<file path="config.mk">
export PLATFORM = sky130hd
export DESIGN_NAME = selftest_seq
export DESIGN_NICKNAME = d
export VERILOG_FILES = /design/src/rtl/stseq_pkg.sv /design/src/rtl/seq_frame_ctrl.sv /design/src/rtl/seq_operand_gen.sv /design/src/rtl/seq_ref_model.sv /design/src/rtl/selftest_seq.sv
export SDC_FILE = /design/constraint.sdc
export NUM_CORES = 1
export LEC_CHECK = 0
export BUFFER_PORTS_ARGS = -buffer_cell sky130_fd_sc_hd__buf_4
export CORE_ASPECT_RATIO = 0.9
export CORE_MARGIN = 5
export CORE_UTILIZATION = 54
export CTS_BUF_LIST = sky130_fd_sc_hd__clkbuf_2 sky130_fd_sc_hd__clkbuf_4 sky130_fd_sc_hd__clkbuf_8
export DETAILED_ROUTE_END_ITERATION = 16
export PLACE_DENSITY = 0.82
export SKIP_LAST_GASP = 1
export SYNTH_ARGS = -nofsm -noshare
export SYNTH_HDL_FRONTEND = slang
export SYNTH_SLANG_ARGS = --single-unit
export TNS_END_PERCENT = 100
</file>
<file path="constraint.sdc">
create_clock -name clk -period 4.5 [get_ports clk]
set_input_delay 0.45 -clock clk [delete_from_list [all_inputs] [get_ports clk]]
set_output_delay 0.45 -clock clk [all_outputs]
set_load 0.01 [all_outputs]
</file>
<file path="src/rtl/stseq_pkg.sv">
// Shared types of the self-test sequencer: instruction codes, step frames, phases.
package stseq_pkg;
    localparam int OP_W = 4;

    typedef enum logic [OP_W-1:0] {
        OP_NOP     = 4'd0,
        OP_LDA_IMM = 4'd1,
        OP_MOV_RA  = 4'd2,
        OP_OUT_R   = 4'd3,
        OP_OUT_A   = 4'd4,
        OP_LDR_IN  = 4'd5,
        OP_LDA_IN  = 4'd6,
        OP_ADD     = 4'd7,
        OP_OR      = 4'd8,
        OP_AND     = 4'd9,
        OP_CPL     = 4'd10
    } opcode_e;

    typedef enum logic [2:0] {
        FR_LOADR = 3'd0,
        FR_LOADA = 3'd1,
        FR_EXEC  = 3'd2,
        FR_SHOW  = 3'd3,
        FR_CHECK = 3'd4
    } frame_e;

    typedef enum logic {
        PH_SCAN = 1'b0,
        PH_CONF = 1'b1
    } phase_e;
endpackage

</file>
<file path="src/rtl/seq_frame_ctrl.sv">
// Run controller: walks frames within a step, steps within a phase, and the
// two phases; stops on a mismatch reported in the compare frame.
// Assumes cmp_bad is only meaningful while busy in FR_CHECK.
module seq_frame_ctrl
    import stseq_pkg::*;
#(
    parameter int SCAN_N = 18,
    parameter int CONF_N = 10,
    parameter int STEP_W = 5
) (
    input  logic              clk,
    input  logic              rst_n,
    input  logic              start,
    input  logic              cmp_bad,
    output logic              busy,
    output frame_e            frame,
    output phase_e            phase,
    output logic [STEP_W-1:0] step,
    output logic              done,
    output logic              pass,
    output logic              fail
);
    logic last_step;

    // last step of the current phase
    always_comb begin
        last_step = (phase == PH_SCAN) ? (step == STEP_W'(SCAN_N - 1))
                                       : (step == STEP_W'(CONF_N - 1));
    end

    // frame, step, phase and verdict sequencing
    always_ff @(posedge clk) begin
        if (!rst_n) begin
            busy  <= 1'b0;
            frame <= FR_LOADR;
            phase <= PH_SCAN;
            step  <= '0;
            done  <= 1'b0;
            pass  <= 1'b0;
            fail  <= 1'b0;
        end else if (!busy) begin
            if (start) begin
                busy  <= 1'b1;
                frame <= FR_LOADR;
                phase <= PH_SCAN;
                step  <= '0;
                done  <= 1'b0;
                pass  <= 1'b0;
                fail  <= 1'b0;
            end
        end else if (frame != FR_CHECK) begin
            frame <= frame_e'(frame + 3'd1);
        end else begin
            frame <= FR_LOADR;
            if (cmp_bad) begin
                busy <= 1'b0;
                done <= 1'b1;
                fail <= 1'b1;
            end else if (last_step) begin
                step <= '0;
                if (phase == PH_SCAN) begin
                    phase <= PH_CONF;
                end else begin
                    busy <= 1'b0;
                    done <= 1'b1;
                    pass <= 1'b1;
                end
            end else begin
                step <= step + 1'b1;
            end
        end
    end

    // frames advance one per cycle inside a step
    p_frame_advance_r2: assert property (@(posedge clk) disable iff (!rst_n)
        (busy && frame != FR_CHECK) |=> (busy && frame == frame_e'($past(frame) + 3'd1)));
    // scan step index stays inside the operand set
    p_scan_range_r3: assert property (@(posedge clk) disable iff (!rst_n)
        (busy && phase == PH_SCAN) |-> (int'(step) < SCAN_N));
    // conformity step index stays inside the ten instructions
    p_conf_range_r4: assert property (@(posedge clk) disable iff (!rst_n)
        (busy && phase == PH_CONF) |-> (int'(step) < CONF_N));
    // a start while busy never ends a run outside a compare frame
    p_start_ignored_r8: assert property (@(posedge clk) disable iff (!rst_n)
        (busy && start && frame != FR_CHECK) |=> busy);
endmodule

</file>
<file path="src/rtl/seq_operand_gen.sv">
// Operand source: per phase and step, yields the operation code, R and A
// operands and the input value presented during the operation frame.
// Assumes step is within range of the phase.
module seq_operand_gen
    import stseq_pkg::*;
#(
    parameter int              DATA_W  = 8,
    parameter int              STEP_W  = 5,
    parameter logic [DATA_W-1:0] CONF_R  = 8'h5A,
    parameter logic [DATA_W-1:0] CONF_A  = 8'h3C,
    parameter logic [DATA_W-1:0] CONF_IN = 8'hC3
) (
    input  phase_e            phase,
    input  logic [STEP_W-1:0] step,
    output opcode_e           op,
    output logic [DATA_W-1:0] r_op,
    output logic [DATA_W-1:0] a_op,
    output logic [DATA_W-1:0] in_val
);
    localparam logic [DATA_W-1:0] ONE  = DATA_W'(1);
    localparam logic [DATA_W-1:0] ONES = '1;

    // operand selection: walking ones, walking ones against all ones, corners
    always_comb begin
        int idx;
        idx = int'(step);
        if (phase == PH_SCAN) begin
            op     = OP_ADD;
            in_val = '0;
            if (idx < DATA_W) begin
                r_op = ONE << idx;
                a_op = ONE << idx;
            end else if (idx < 2 * DATA_W) begin
                r_op = ONE << (idx - DATA_W);
                a_op = ONES;
            end else if (idx == 2 * DATA_W) begin
                r_op = '0;
                a_op = '0;
            end else begin
                r_op = ONES;
                a_op = ONES;
            end
        end else begin
            op     = opcode_e'(OP_W'(step) + OP_W'(1));
            in_val = CONF_IN;
            r_op   = CONF_R;
            a_op   = CONF_A;
        end
    end
endmodule

</file>
<file path="src/rtl/seq_ref_model.sv">
// Instruction-set reference: value of A after one operation, which the
// following output instruction makes visible. Purely combinational.
module seq_ref_model
    import stseq_pkg::*;
#(
    parameter int DATA_W = 8
) (
    input  opcode_e           op,
    input  logic [DATA_W-1:0] a_val,
    input  logic [DATA_W-1:0] r_val,
    input  logic [DATA_W-1:0] in_val,
    output logic [DATA_W-1:0] a_next
);
    // accumulator result per instruction
    always_comb begin
        case (op)
            OP_LDA_IMM, OP_LDA_IN: a_next = in_val;
            OP_ADD:                a_next = a_val + r_val;
            OP_OR:                 a_next = a_val | r_val;
            OP_AND:                a_next = a_val & r_val;
            OP_CPL:                a_next = ~a_val;
            default:               a_next = a_val;
        endcase
    end
endmodule

</file>
<file path="src/rtl/selftest_seq.sv">
// Self-test sequencer top: drives instruction programs and operands to an
// accumulator processor, compares its output against the reference model,
// and latches the first failure. Assumes the processor updates its output
// register on the clock edge that ends the instruction's cycle.
module selftest_seq
    import stseq_pkg::*;
#(
    parameter int                DATA_W  = 8,
    parameter logic [DATA_W-1:0] CONF_R  = 8'h5A,
    parameter logic [DATA_W-1:0] CONF_A  = 8'h3C,
    parameter logic [DATA_W-1:0] CONF_IN = 8'hC3,
    localparam int               SCAN_N  = 2 * DATA_W + 2,
    localparam int               CONF_N  = 10,
    localparam int               STEPS_MAX = (SCAN_N > CONF_N) ? SCAN_N : CONF_N,
    localparam int               STEP_W  = $clog2(STEPS_MAX)
) (
    input  logic              clk,
    input  logic              rst_n,
    input  logic              start,
    input  logic [DATA_W-1:0] proc_out,
    output logic [OP_W-1:0]   instr,
    output logic [DATA_W-1:0] data_out,
    output logic              busy,
    output logic              done,
    output logic              pass,
    output logic              fail,
    output logic              fail_phase,
    output logic [STEP_W-1:0] fail_step,
    output logic [DATA_W-1:0] fail_value
);
    frame_e            frame;
    phase_e            phase;
    logic [STEP_W-1:0] step;
    opcode_e           op;
    logic [DATA_W-1:0] r_op, a_op, in_val, expect_val;
    logic              cmp_bad;

    seq_frame_ctrl #(.SCAN_N(SCAN_N), .CONF_N(CONF_N), .STEP_W(STEP_W)) u_ctrl (
        .clk(clk), .rst_n(rst_n), .start(start), .cmp_bad(cmp_bad),
        .busy(busy), .frame(frame), .phase(phase), .step(step),
        .done(done), .pass(pass), .fail(fail)
    );

    seq_operand_gen #(.DATA_W(DATA_W), .STEP_W(STEP_W), .CONF_R(CONF_R),
                      .CONF_A(CONF_A), .CONF_IN(CONF_IN)) u_ops (
        .phase(phase), .step(step), .op(op),
        .r_op(r_op), .a_op(a_op), .in_val(in_val)
    );

    seq_ref_model #(.DATA_W(DATA_W)) u_ref (
        .op(op), .a_val(a_op), .r_val(r_op), .in_val(in_val), .a_next(expect_val)
    );

    // program and operand drive for the current frame
    always_comb begin
        instr    = OP_NOP;
        data_out = '0;
        if (busy) begin
            case (frame)
                FR_LOADR: begin instr = OP_LDR_IN; data_out = r_op;   end
                FR_LOADA: begin instr = OP_LDA_IMM; data_out = a_op;  end
                FR_EXEC:  begin instr = op;        data_out = in_val; end
                FR_SHOW:  instr = OP_OUT_A;
                default:  instr = OP_NOP;
            endcase
        end
    end

    // compare the observed output in the compare frame
    assign cmp_bad = busy && (frame == FR_CHECK) && (proc_out != expect_val);

    // failure record: cleared by an accepted start, loaded on the mismatch
    always_ff @(posedge clk) begin
        if (!rst_n || (!busy && start)) begin
            fail_phase <= 1'b0;
            fail_step  <= '0;
            fail_value <= '0;
        end else if (cmp_bad) begin
            fail_phase <= phase;
            fail_step  <= step;
            fail_value <= proc_out;
        end
    end

    // a finished run carries exactly one verdict
    p_one_verdict_r7: assert property (@(posedge clk) disable iff (!rst_n)
        done |-> (pass ^ fail));
    // an accepted start opens a run with the verdict cleared
    p_start_opens_r2: assert property (@(posedge clk) disable iff (!rst_n)
        (!busy && start) |=> (busy && !done));
    // a failure stops the run and withholds pass
    p_fail_halts_r6: assert property (@(posedge clk) disable iff (!rst_n)
        $rose(fail) |-> (!busy && !pass && done));
    // the record holds still while no run is active
    p_record_stable_r6: assert property (@(posedge clk) disable iff (!rst_n)
        (!busy && !start && $past(!busy)) |-> $stable(fail_step));
endmodule

</file>
# Yosys cells after proc, flatten, opt, wreduce, memory -nomap -nowiden
# Cells that the tools add are included.
# word_totals
output_inout_bits,30
ff_bits,27
word_cells,103
# classes
shifts,2
n_addsub,5
bitwise_logic,3
n_reduce_logical,14
eq_ne,22
mux,45
magnitude_cmp,2
# ops
cell,count
$mux W8,9
$pmux W8 S5,1
$shl A1 B32 Y8 const A,1
$mux W5,5
$pmux W8 S3,1
$mux W1,23
$pmux W4 S4,1
$eq A4 B4 Y1 const B,3
$eq A5 B5 Y1 const B,2
$ne A2 B2 Y1 const B,5
$mux W3,3
$ne A3 B3 Y1 const B,3
$add A8 B8 Y8,1
$and A8 B8 Y8,1
$eq A4 B3 Y1 const B,2
$mux W4,2
$ne A8 B8 Y1,1
$not A8 Y8,1
$or A8 B8 Y8,1
$reduce_and A4 Y1,2
$shl A1 B5 Y8 const A,1
$eq A3 B2 Y1 const B,2
$reduce_and A3 Y1,2
$sub A5 B4 Y6 const B,1
16 further kinds,19

# Logic depth before layout (Yosys ltp)
# logic_depth
word_depth,12
depth_mapped,25

# Modules after synthesis
# From an unflattened synthesis, not the netlist that was laid out.
# hier_totals
hier_cells,401
hier_area_um2,3029.2
# modules_own_cells
module,cells_per_inst,area_each_um2,instances
seq_ref_model,128,952.2,1
selftest_seq,120,923.4,1
seq_frame_ctrl,82,694.4,1
seq_operand_gen,71,459.2,1

# Worst setup path before layout
# Ideal clock, no wire load.
# synth_timing
path_type,reg-to-reg
startpoint,register u_ctrl.step[0]
endpoint,register u_ctrl.step[2]
stages_incl_launch_ff,22
path_slack_ns,0.059
n_path_buf,2
arrival_ns,4.355
synth_period_minus_slack_ns,4.441
setup_time_ns,0.086
path_cell_list,dfxtp_1 > buf_2 > buf_1 > inv_1 > ha_1 > nor3b_2 > a21oi_1 > a21oi_1 > nor2_1 > ha_1 > inv_1 > fa_1 > nand2b_1 > a21oi_1 > o21ai_0 > and4_1 > nor4_1 > nand3_1 > nand3_1 > a31oi_1 > or4b_1 > a221oi_2
# synth_between
elab_chain_len,11
elab_cells_between_ends,39
# synth_rtl
element,line_no,source
from (decl),seq_frame_ctrl.sv:18,"output logic [STEP_W-1:0] step,"
from (signal assigned),seq_frame_ctrl.sv:69,step <= step + 1'b1;
$sub A5 B4 Y6 / $eq A5 B5 Y1 (equally long branches),"seq_operand_gen.sv:34, seq_operand_gen.sv:36",
$shl A1 B32 Y8 / $mux W8 (equally long branches),"seq_operand_gen.sv:34, seq_operand_gen.sv:36",
$mux W8,seq_operand_gen.sv:33,end else if (idx < 2 * DATA_W) begin
$mux W8,seq_operand_gen.sv:30,if (idx < DATA_W) begin
$mux W8,seq_operand_gen.sv:27,if (phase == PH_SCAN) begin
$add A8 B8 Y8 (tied with other cells),seq_ref_model.sv:18,OP_ADD: a_next = a_val + r_val;
$pmux W8 S5,seq_ref_model.sv:16,case (op)
$ne A8 B8 Y1,selftest_seq.sv:70,assign cmp_bad = busy && (frame == FR_CHECK) && (proc_out != expect_val);
$logic_and A1 B1 Y1,selftest_seq.sv:70,
$ne A2 B2 Y1 (no line),n/a,
$reduce_and A3 Y1 (no line),n/a,
# Several ways; a longest one is shown, not always the timed one. The select of a mux whose other input is x is not followed.
# A chain may end at the register's enable or synchronous reset.

# Worst setup path in the final report
# Same ends and word-level chain as after synthesis.

==> flow_metrics.py <==
metrics = {
    "floorplan": {
        "die_h_um": 78.20,
        "dieArea_um2": 6707,
        "die_w_um": 85.77,
        "coreArea_um2": 4925,
        "start_util": 0.5666,
        "row_count": 24,
        "num_io_pins": 41,
    },
    "pwr": {
        "peakVddDrop_uv": 246.3,
        "power_frac_comb": 0.309,
        "p_sw_mw": 0.1852,
        "power.density_nw_per_um2": 166.8,
        "power_leakage_nw": 1.368,
        "power.internal_mw": 0.3760,
        "clkPwrFrac": 0.251,
        "swShare": 0.3300,
        "pwr-share-seq": 0.441,
    },
    "final_layout": {
        "antenna_cells": 0,
        "final_nets": 463,
        "drive_gt1_frac": 0.2277,
        "fin_cells": 491,
        "final_cell_mix": "nor2_1 (58), buf_4 (57), nand2_1 (30)",
        "syn_to_final_growth_pct": 20.54,
        "final_common_cell": "nor2_1",
    },
    "grt": {
        "grt_pass1_vias": 2696,
        "grt_pass1_wl_mm": 13.08,
        "grt_max_degree": 18,
        "antenna_found_initial": 0,
        "grt_overflow": 0,
        "grt.total_usage": 0.2327,
    },
    "clock_network": {
        "root_buffer": "clkbuf_8",
        "clock_sinks": 27,
        "cts.reportedPaths.clkPinSlew_ns": 0.09,
        "worstSkewPairLatency_ns": 0.28,
        "cts_tree": "built",
        "cts.path.max_buffers": 2,
        "cts_max_level": 1,
        "cts_made_buffers": 3,
    },
    "timing": {
        "max_freq_mhz": 231.6,
        "worst_slew_pin_slew_ns": 0.6757,
        "hold_violations": 0,
        "fin_crit_ns": 4.319,
        "clock_skew_ns": 0.007079,
        "worst_slack_ns": 0.1813,
        "slew_headroom": 0.5474,
        "setup-violations-final": 0,
        "report.final.slew_viol_count": 0,
        "post-route-period-util": 0.9597,
    },
    "setup_path": {
        "end_kind": "register",
        "cp-start-kind": "register",
        "cp.required_ns": 4.70,
        "path_class": "reg -> reg",
        "cp.arrival_ns": 4.52,
        "reg2reg_depth": 19,
        "critical_path.max_fanout": 6,
    },
    "place": {
        "portBuffers": 40,
        "pre_cts_ws_ns": -0.02376,
        "dp_cells": 487,
        "gp_congestion": 1.024,
        "dpl.hpwl_mm": 6.218,
    },
    "logic_synthesis": {
        "synth_top_area_frac": 0.1937,
        "synth_area_leaders": "dfxtp_1 (19%), ha_1 (11%), nor2_1 (8.3%), mux2i_1 (5.7%), a21oi_1 (4.3%)",
        "avgSynthCellArea_um2": 7.285,
        "synthDistinctLibCells": 70,
        "syn_area_um2": 2790,
        "ys_ff_latch": 27,
        "yosysWarnings": 0,
        "yosysTopAreaCell": "dfxtp_1",
        "ys_seq_area_frac": 0.1937,
        "synth-edff-count": 0,
        "synth-main-ff-cell": "dfxtp_1",
        "synth_cells": 383,
        "async_reset_ff_frac": 0,
        "synth_nets": 419,
    },
    "status": {
        "status": "finished, final reports clean",
    },
    "routing": {
        "drtIter0Drc": 239,
        "vias": 2943,
        "vias_per_cell": 5.994,
        "wire_per_inst_um": 16.71,
        "antenna_left": 0,
        "drt_pass1_iterations": 5,
        "route.detailed.drc": 0,
        "wirelength_mm": 8.206,
    },
    "worst_hold_path": {
        "worstHoldPathType": "in -> reg",
        "hold_depth": 3,
    },
    "run": {
        "cap_violations": 0,
    },
}
==> synthesized netlist by cell type, drive strengths merged, types with 3 or more instances <==
master	number
nand2	31
nor4	4
nor2	62
clkbuf	9
a21oi	24
o22ai	4
and3	4
ha	24
a211oi	9
mux2i	16
nor2b	4
nand3b	4
a22oi	4
a31oi	8
and2	4
nor3b	4
nand3	10
o21ai	17
a21o	3
nand2b	6
xor2	4
nor3	15
inv	29
a221oi	3
dfxtp	27
o21a	6
buf	9
==> power by group through the flow <==
stage / logic, mW / clock network, mW / registers (mW)
2_1_floorplan: 0.110 / 0 / 0.249
3_3_place_gp: 0.155 / 0 / 0.252
3_5_place_dp: 0.158 / 0 / 0.253
4_1_cts: 0.159 / 0.143 / 0.247
5_1_grt: 0.189 / 0.154 / 0.248
6_report: 0.173 / 0.141 / 0.247
==> routing by layer <==
| layer | global-route usage | share of wire | vias up |
|---|---|---|---|
| li1 | - | - | 1461 |
| met3 | 0.02408 | 0.055 | 16 |
| met5 | 0 | 0 | - |
| met2 | 0.3696 | 0.46 | 115 |
| met4 | 0.05063 | 0.014 | 0 |
| met1 | 0.3394 | 0.47 | 1351 |
==> stage by stage <==
step           cell area, um^2  total power, mW  hold WS [ns]    util  TNS [ns]
2_1_floorplan             2790           0.3585        0.5091       -         0
3_3_place_gp              3214           0.4073        0.4536  0.6527         0
3_5_place_dp              3214           0.4103        0.4636  0.6527  -0.02376
4_1_cts                   3269           0.5492        0.4324  0.6639         0
5_1_grt                   3363           0.5911        0.4274  0.6829  -0.06111
6_report                  3363           0.5612        0.4294  0.6829         0
==> repair_timing <==
| action | 4_1_cts | 5_1_grt |
|---|---|---|
| pin swaps | 0 | 4 |
| buffers inserted | 0 | 0 |
| hold buffers | 0 | 0 |
| endpoints found under the setup margin | 4 | 24 |
| resized for setup | 1 | 23 |
==> sequential cells by signal, summed over array words and instances, names as in the netlist <==
| signal | cells |
|---|---|
| fail_value | 8 |
| fail_step | 5 |
| u_ctrl.step | 5 |
| u_ctrl.frame | 3 |
| fail_phase | 1 |
| u_ctrl.busy | 1 |
| u_ctrl.done | 1 |
| u_ctrl.fail | 1 |
| u_ctrl.pass | 1 |
| u_ctrl.phase | 1 |
==> final cells by class <==
class                   count  area (um^2)
fillers                   446         1562
clock inverters             1        7.507
clock buffers               3        41.29
repair buffers             57        427.9
well taps                  65        81.33
flip-flops and latches     27        545.5
inverters                  30        112.6
multi-input cells         308         2147
==> cell families (layout without fill, tap and decap cells) <==
group | Yosys count | count (layout) | share of synthesized area
multiplexers | 17 | 17 | 0.06278
adder cells (fa/ha/maj) | 25 | 25 | 0.1148
AND/OR/NAND/NOR | 158 | 158 | 0.2798
buffers and inverters | 48 | 91 | 0.07309
flip-flops | 27 | 27 | 0.1937
XOR/XNOR | 5 | 5 | 0.01569
AO/OA/AOI/OAI | 103 | 103 | 0.2601
==> path summary, 6_finish.rpt <==
kind	slack [ns]	endpoint	startpoint
setup reg to reg	0.18	u_ctrl.step[2]	u_ctrl.step[0]
hold reg to reg	0.48	u_ctrl.done	u_ctrl.done
hold / removal	0.43	fail_value[3]	proc_out[3]
setup / recovery	0.18	u_ctrl.step[2]	u_ctrl.step[0]
==> critical path, stage by stage (launching register included) <==
cell and delay [ns]:
dfxtp_4 0.38, inv_1 0.08, ha_1 0.20, nor3b_4 0.17, nor2_1 0.12, a31oi_1 0.05
nor2_1 0.11, a21oi_1 0.05, nor2_1 0.16, ha_2 0.24, inv_1 0.06, fa_2 0.54
nand3b_1 0.17, o211ai_1 0.13, or3_1 0.36, a31oi_1 0.21, o221a_2 0.25, a31oi_2 0.11
or4b_1 0.55, a221oi_2 0.29
Note: power is estimated with default switching activity, not from simulation.
